$ cat config.mk
export PLATFORM = sky130hd
export DESIGN_NAME = vec_delay_line
export DESIGN_NICKNAME = d
export VERILOG_FILES = /design/src/rtl/vdl_pkg.sv /design/src/rtl/vdl_ctrl.sv /design/src/rtl/vdl_segment.sv /design/src/rtl/vdl_datapath.sv /design/src/rtl/vec_delay_line.sv
export SDC_FILE = /design/constraint.sdc
export NUM_CORES = 1
export LEC_CHECK = 0
export BUFFER_PORTS_ARGS = -buffer_cell sky130_fd_sc_hd__buf_2
export CORE_UTILIZATION = 50
export DETAILED_ROUTE_END_ITERATION = 6
export GPL_ROUTABILITY_DRIVEN = 0
export PLACE_DENSITY = 0.7
export RECOVER_POWER = 100
export SETUP_SLACK_MARGIN = 0.02
export SYNTH_ARGS = -nofsm -noshare
export SYNTH_HDL_FRONTEND = slang
export SYNTH_HIERARCHICAL = 1
export SYNTH_SLANG_ARGS = --single-unit
$ cat constraint.sdc
create_clock -name clk -period 24.9 [get_ports clk]
set_clock_uncertainty 0.2 [all_clocks]
set_input_delay 6.225 -clock clk [delete_from_list [all_inputs] [get_ports clk]]
set_output_delay 6.225 -clock clk [all_outputs]
set_load 0.02 [all_outputs]
$ cat src/rtl/vdl_pkg.sv
package vdl_pkg;
  localparam int SEG_SPAN = 33;

  typedef struct packed {
    logic clear;
    logic advance;
  } vdl_ctrl_t;

  function automatic int segCount(input int lat);
    return (lat + SEG_SPAN - 1) / SEG_SPAN;
  endfunction

  function automatic int segDepth(input int lat, input int idx);
    int n;
    n = segCount(lat);
    return (idx < n - 1) ? SEG_SPAN : lat - SEG_SPAN * (n - 1);
  endfunction
endpackage

$ cat src/rtl/vdl_ctrl.sv
module vdl_ctrl
  import vdl_pkg::*;
#(
  parameter bit HAS_ENABLE = 1'b1,
  parameter bit HAS_RESET  = 1'b1
) (
  input  logic      clk,
  input  logic      rst,
  input  logic      en,
  output vdl_ctrl_t ctrl
);
  logic rstEff;
  logic enEff;

  assign rstEff = HAS_RESET ? rst : 1'b0;
  assign enEff  = HAS_ENABLE ? en : 1'b1;

  always_comb begin
    ctrl.clear   = rstEff;
    ctrl.advance = enEff && !rstEff;
  end

  generate
    if (HAS_RESET) begin : g_rstChk
      // a reset cycle never lets data advance
      p_reset_blocks_shift_r7 : assert property (@(posedge clk) rst |-> !ctrl.advance)
        else $error("reset cycle advanced the chain");
    end
  endgenerate
endmodule

$ cat src/rtl/vdl_segment.sv
module vdl_segment
  import vdl_pkg::*;
#(
  parameter int VW    = 32,
  parameter int DEPTH = 33
) (
  input  logic          clk,
  input  vdl_ctrl_t     ctrl,
  input  logic [VW-1:0] segIn,
  output logic [VW-1:0] segOut
);
  localparam int SRL_LEN = DEPTH - 1;

  logic [VW-1:0] outReg;
  logic [VW-1:0] feed;

  generate
    if (SRL_LEN == 0) begin : g_noSrl
      assign feed = segIn;
    end else begin : g_srl
      logic [VW-1:0] stage [SRL_LEN];
      always_ff @(posedge clk) begin
        if (ctrl.clear) begin
          for (int i = 0; i < SRL_LEN; i++) stage[i] <= '0;
        end else if (ctrl.advance) begin
          stage[0] <= segIn;
          for (int i = 1; i < SRL_LEN; i++) stage[i] <= stage[i-1];
        end
      end
      assign feed = stage[SRL_LEN-1];
    end
  endgenerate

  always_ff @(posedge clk) begin
    if (ctrl.clear)        outReg <= '0;
    else if (ctrl.advance) outReg <= feed;
  end

  assign segOut = outReg;

  // a stalled segment keeps its terminating register
  p_seg_hold_r8 : assert property (@(posedge clk) disable iff (ctrl.clear)
    !ctrl.advance |=> $stable(segOut))
    else $error("segment output moved while stalled");
endmodule

$ cat src/rtl/vdl_datapath.sv
module vdl_datapath
  import vdl_pkg::*;
#(
  parameter int VW      = 32,
  parameter int LATENCY = 34
) (
  input  logic          clk,
  input  vdl_ctrl_t     ctrl,
  input  logic [VW-1:0] dpIn,
  output logic [VW-1:0] dpOut
);
  localparam int NSEG = segCount(LATENCY);

  generate
    if (LATENCY == 0) begin : g_wire
      assign dpOut = dpIn;
    end else begin : g_chain
      logic [VW-1:0] link [NSEG+1];
      assign link[0] = dpIn;
      for (genvar s = 0; s < NSEG; s++) begin : g_seg
        vdl_segment #(.VW(VW), .DEPTH(segDepth(LATENCY, s))) u_seg (
          .clk   (clk),
          .ctrl  (ctrl),
          .segIn (link[s]),
          .segOut(link[s+1])
        );
      end
      assign dpOut = link[NSEG];

      // a clear leaves the output at zero on the following cycle
      p_clear_zero_r6 : assert property (@(posedge clk) ctrl.clear |=> dpOut == '0)
        else $error("output not zero after clear");
      // whole chain frozen while not advancing
      p_hold_out_r8 : assert property (@(posedge clk) disable iff (ctrl.clear)
        !ctrl.advance |=> $stable(dpOut))
        else $error("output moved during stall");
      if (LATENCY == 1) begin : g_oneChk
        // single stage registers the input once
        p_single_stage_r4 : assert property (@(posedge clk) disable iff (ctrl.clear)
          ctrl.advance |=> dpOut == $past(dpIn))
          else $error("single-stage delay wrong");
      end
    end
  endgenerate
endmodule

$ cat src/rtl/vec_delay_line.sv
module vec_delay_line
  import vdl_pkg::*;
#(
  parameter int LANES      = 4,
  parameter int WIDTH      = 8,
  parameter int LATENCY    = 34,
  parameter bit HAS_ENABLE = 1'b1,
  parameter bit HAS_RESET  = 1'b1
) (
  input  logic                   clk,
  input  logic                   rst,
  input  logic                   en,
  input  logic [LANES*WIDTH-1:0] dataIn,
  output logic [LANES*WIDTH-1:0] dataOut
);
  localparam int VW = LANES * WIDTH;

  generate
    if (LATENCY < 0 || (LATENCY == 0 && HAS_ENABLE)) begin : g_badCfg
      $error("zero latency is not allowed with the enable built in");
    end
  endgenerate

  vdl_ctrl_t ctrl;

  vdl_ctrl #(.HAS_ENABLE(HAS_ENABLE), .HAS_RESET(HAS_RESET)) u_ctrl (
    .clk (clk),
    .rst (rst),
    .en  (en),
    .ctrl(ctrl)
  );

  vdl_datapath #(.VW(VW), .LATENCY(LATENCY)) u_dp (
    .clk  (clk),
    .ctrl (ctrl),
    .dpIn (dataIn),
    .dpOut(dataOut)
  );
endmodule

==> impl_metrics.toml, run 1 <==
[outcome]
status = "complete, but fails checks"
failed_checks = "max-capacitance violations, max-slew violations"

[sta]
period_minus_slack_ps = 16100
worst_slack_ps = 8800
fmax_ghz = 0.06211
grt_setup_unrepaired = "no"
hold_viol = 0
setup_viol = 0
slew_violations = 660
finalCritPeriodShare_pct = 64.66
slew_headroom_pct = -196.4
fin_setup_tns_ps = 0
tightestPinTransition_ps = 4446
whs_ps = 286.1

[power]
pwr-share-comb_pct = 3.1
power.internal_mw = 3.059
netSwitchingFraction_pct = 19.54
p_seq_share_pct = 56.8
clkPwrFrac_pct = 40.1
finalPower_mw = 3.802
power_density_nw_per_um2 = 85.53
p_leak_nw = 16.09
p_switching_uw = 742.8
vdd_drop_max_v = 0.00007292

[cts]
h-tree-depth = 3
clk_latency_ps = 650
clock_path_buffers = 3
cts_tree = "built"
ctsResizeCount = 0
clock_sinks = 1088
postCtsSetupRepairBufs = 0
numCtsBuffers = 104
holdBufCountCts = 0
cts-root-buf = "clkbuf_16"
path_clk_slew_ps = 60

[yosys]
yosysMostFrequentCell = "edfxtp_1"
synth_area_um2 = 40340
synth_top_cell_area_share_pct = 76.22
syn_avg_cell_area_um2 = 17.01
synth_edf_count = 1024
synth_cells = 2372
ys_types = 14
synth-seq-area-share_pct = 79.40
synth_commonest_cells = "1024 x edfxtp_1, 576 x and2_1, 448 x nor2b_1"
syn_nets = 2407
yosys_warnings = 6
ys_ff_latch = 1088
yosys-top-cells-area = "edfxtp_1 76%, and2_1 8.9%, nor2b_1 6.9%"
synth_flop_cell = "edfxtp_1"
async_reset_ff_share_pct = 0
synth_top_cell_by_area = "edfxtp_1"

[detailed_routing]
totalWireLength_um = 46280
routedWlPerCell_um = 12.96
drtIter0Drc = 1288
drtPass1Iterations = 5
ant_nets = 0
viasPerCell = 4.754
drc_errors = 0
routed-via-count = 16980

[critical_path]
cp.arrival_ps = 16150
worstSetupEndpointType = "flip-flop"
cp-start-kind = "primary input"
crit_fanout = 106
critPathKind = "primary input to flip-flop"
required_ps = 24950
ff2ff_setup_slack_ps = 23740
rr_worst_depth = 1

[cells_and_area]
diodes = 0
layout.nets = 2470
syn_to_final_growth_pct = 10.19
drive_above_1_share_pct = 7.970
fin_cells = 3572

[placement]
pre_cts_ws_ps = 13200
dp_hpwl_um = 21450
post-place-cells = 3379
port_buffers = 66

[floorplanning]
rows = 103
start_util_pct = 50.82
fp.dieW_um = 286.1
core_um2 = 79390
die_y_um = 286.1
ios = 67
die-area_um2 = 81820

[flow_run]
max_cap_viol_count = 8

[hold_path]
holdPathEnd = "u_dp/g_chain.g_seg[0].u_seg/segOut[14]"
worstHoldPathCells = 2
hold_class = "flip-flop to flip-flop"

[global_route]
grt_pass1_vias = 16850
grtUsageTotal_pct = 11.42
grt.overflow.total = 0
grt_pass1_wl_um = 78860
grt_antenna_before_repair = 0
grt_max_degree = 192
-- cells in the final DEF (no fill, tap or decap), types with 2 or more instances in the layout --
master         n
clkinvlp_4     6
inv_6          3
dfxtp_1       64
buf_4         14
nor2_1        64
clkbuf_16    105
clkbuf_8       5
nor2b_1      449
edfxtp_1    1024
clkbuf_2       5
clkinv_16      2
mux2i_1       64
and2_1       365
and2_0       211
clkinv_1      14
bufinv_16      8
clkinv_2      16
clkbuf_1      64
buf_2         33
-- per-layer routing --
| metal | GRT usage, % | vias up | wire length, um |
|---|---|---|---|
| li1 | - | 8347 | - |
| met1 | 14.94 | 8350 | 20950 |
| met2 | 18.76 | 190 | 22550 |
| met3 | 2.456 | 94 | 1553 |
| met4 | 4.398 | 0 | 1221 |
| met5 | 0 | - | 0 |
-- worst max path at each step --
stage / cells after the start / end / from / slack (ps)
floorplan: 4 / u_dp/g_chain.g_seg[0].u_seg/g_srl.stage[0][0] / en / 4760
global placement: 8 / u_dp/g_chain.g_seg[0].u_seg/g_srl.stage[3][19] / rst / 13390
detailed placement: 8 / u_dp/g_chain.g_seg[0].u_seg/g_srl.stage[1][21] / rst / 13200
CTS: 8 / u_dp/g_chain.g_seg[0].u_seg/g_srl.stage[2][20] / rst / 13920
global route: 6 / flip-flop / rst / 7750
finish: 6 / flip-flop / rst / 8800
-- worst max-delay path, cell delays in order --
cell and delay [ps]:
clkbuf_1 1520, nor2b_1 2080, or2_0 3270, buf_4 1040, buf_4 900, buf_4 890
-- power by group through the flow --
stage	combinational (mW)	clock, mW	sequential (mW)
global placement	0.115	0	2.19
floorplan	0.101	0	2.24
detailed placement	0.121	0	2.20
finish	0.119	1.52	2.16
global route	0.134	1.65	2.17
CTS	0.121	1.57	2.16
-- cell type report --
type | count | area [um2]
Fill cell | 6126 | 34930
Clock inverter | 52 | 551.8
Tap cell | 1050 | 1314
Multi-Input combinational cell | 1155 | 7307
Sequential cell | 1088 | 32030
Timing Repair Buffer | 86 | 432.9
Clock buffer | 141 | 2819
-- sequential cells by signal, indices dropped and copies added (netlist names) --
register and cells:
u_dp/g_chain.g_seg.u_seg/g_srl.stage 1024, u_dp/g_chain.g_seg.u_seg/segOut 64
-- metrics by stage --
step | area, um2 | util, %
2_1_floorplan | 40340 | -
3_3_place_gp | 41170 | 51.86
3_5_place_dp | 41170 | 51.86
4_1_cts | 44540 | 56.10
5_1_grt | 44460 | 56.00
6_report | 44460 | 56.00
-- kinds of logic (layout without fill, tap and decap cells) --
kind of cell           after synthesis  count (layout)  synth area share, %
flip-flops                        1088            1088                79.40
buffers and inverters              129             279                2.472
AND/OR/NAND/NOR                   1091            1091                16.54
multiplexers                        64              64                1.588
Note: power is estimated with default switching activity, not from simulation.
==> inputs of run 2 (changes only) <==
clock period = 15.54 ns   (was 24.9 ns; I/O delays follow)
==> run 2 against run 1 <==
  * The flow still finishes with violations (max-capacitance violations, max-slew violations)
  * Highest routed layer unchanged
  * Register-to-register slack got worse by 9400 ps
  * Clock power rose by 57%
  * Critical path depth did not move
  * Design area barely moved
  * Non-clock buffer count fell by 6
==> impl_metrics.toml, run 2 (same netlist as run 1, synthesis figures left out) <==
[global_route]
grt_antenna_before_repair = 0
grt_pass1_wl_um = 78760
grt_max_degree = 337
grt.overflow.total = 0
grt_pass1_vias = 16640
grtUsageTotal_pct = 11.45

[sta]
finalCritPeriodShare_pct = 69.80
worst_slack_ps = 4693
slew_headroom_pct = -286.4
grt_setup_unrepaired = "no"
slew_violations = 216
fmax_ghz = 0.09219
whs_ps = 261.4
fin_setup_tns_ps = 0
hold_viol = 0
setup_viol = 0
period_minus_slack_ps = 10850
tightestPinTransition_ps = 5795

[placement]
dp_hpwl_um = 20950
port_buffers = 66
pre_cts_ws_ps = 7441

[cells_and_area]
top_register = "u_dp/g_chain.g_seg.u_seg/g_srl.stage"
layout.nets = 2465
diodes = 0
utilization_pct = 55.99
syn_to_final_growth_pct = 10.17
drive_above_1_share_pct = 7.870
layout_commonest_cell = "edfxtp_1"
largest_register_ff_count = 1024
fillCellCount = 6083
layout.cells.most_common_list = "1024 x edfxtp_1, 449 x nor2b_1, 383 x and2_1"

[critical_path]
cp-startpoint = "rst"
path_depth = 6
worstSetupEndpointType = "flip-flop"
r2r_end = "u_dp/g_chain.g_seg[0].u_seg/g_srl.stage[26][3]"
reg2reg_from = "u_dp/g_chain.g_seg[0].u_seg/g_srl.stage[25][3]"
critical_path_buf_inv_count = 4
slowest_delay_ps = 3980
ff2ff_setup_slack_ps = 14340
rr_worst_depth = 1
cp-start-kind = "primary input"
crit_path_top_delay_cell = "clkbuf_1"
path_delay_family = "buffers and inverters"
cp_cell_sequence = "clkbuf_1, buf_12, nor2b_1, or2_4, buf_4, buf_12"
critPathKind = "primary input to flip-flop"
crit_fanout = 260
required_ps = 15460
cp.arrival_ps = 10760
cpMostUsedCell = "buf_12"

[outcome]
status = "complete, but fails checks"
failed_checks = "max-capacitance violations, max-slew violations"

[power]
finalPower_mw = 6.036
power_density_nw_per_um2 = 135.8
p_leak_nw = 16.09
vdd_drop_max_v = 0.00009738

[cts]
h-tree-depth = 3
ctsResizeCount = 0
clock_sinks = 1088
path_clk_slew_ps = 60
cts_tree = "built"
clock_path_buffers = 3
numCtsBuffers = 105
cts-root-buf = "clkbuf_16"
clk_latency_ps = 660
holdBufCountCts = 0
postCtsSetupRepairBufs = 0

[floorplanning]
die-area_um2 = 81820
die_y_um = 286.1
fp.dieW_um = 286.1
core_um2 = 79390
start_util_pct = 50.82
rows = 103
ios = 67

[detailed_routing]
routedWlPerCell_um = 12.95
viasPerCell = 4.726
drtPass1Iterations = 4
totalWireLength_um = 46190
ant_nets = 0
drtIter0Drc = 1134
routed-via-count = 16850
drc_errors = 0

[hold_path]
hold_class = "flip-flop to flip-flop"

[flow_run]
max_cap_viol_count = 2
run 2: routing by layer:
| layer | global-route usage, % | vias up | routed length, um |
|---|---|---|---|
| met5 | 0 | - | 0 |
| met4 | 4.532 | 0 | 1315 |
| met3 | 2.512 | 101 | 1684 |
| met2 | 18.81 | 216 | 22450 |
| met1 | 14.87 | 8206 | 20750 |
| li1 | - | 8329 | - |
run 2: cell type report:
cell class              instances  area [um2]  area share, %
well taps                    1050        1314          2.956
repair buffers                 80       452.9          1.019
clock buffers                 136        2861          6.438
flip-flops and latches       1088       32030          72.07
clock inverters                57       474.2          1.067
multi-input cells            1155        7312          16.45
run 2: how the worst min path moves through the flow:
stage                     depth (start not counted)                                      to  slack (ps)                                            from
final                                             2   u_dp/g_chain.g_seg[1].u_seg/segOut[1]         260           u_dp/g_chain.g_seg[0].u_seg/segOut[1]
after global routing                              2   u_dp/g_chain.g_seg[1].u_seg/segOut[1]         300           u_dp/g_chain.g_seg[0].u_seg/segOut[1]
after CTS                                         2   u_dp/g_chain.g_seg[1].u_seg/segOut[1]         260           u_dp/g_chain.g_seg[0].u_seg/segOut[1]
after detailed placement                          2  u_dp/g_chain.g_seg[0].u_seg/segOut[29]         280                                       flip-flop
after global placement                            2  u_dp/g_chain.g_seg[0].u_seg/segOut[30]         260                                       flip-flop
after floorplan                                   2   u_dp/g_chain.g_seg[0].u_seg/segOut[0]         260  u_dp/g_chain.g_seg[0].u_seg/g_srl.stage[31][0]
run 2: per-stage QoR:
stage               std cells  area, um2
finish                   3566      44450
global route             3566      44450
CTS                      3566      44510
detailed placement       3373      41170
global placement         3373      41170
floorplan                2372      40340
run 2: worst min-delay path, delay by kind of cell, from the launching register on:
family,cells,cell delay (ps)
flops,1,330
mux,1,70
simple gates,1,70
run 2: power by group:
group          internal, mW  switching (mW)
logic                0.0662           0.124
registers              3.42          0.0394
clock network          1.35            1.03
total                  4.84            1.19
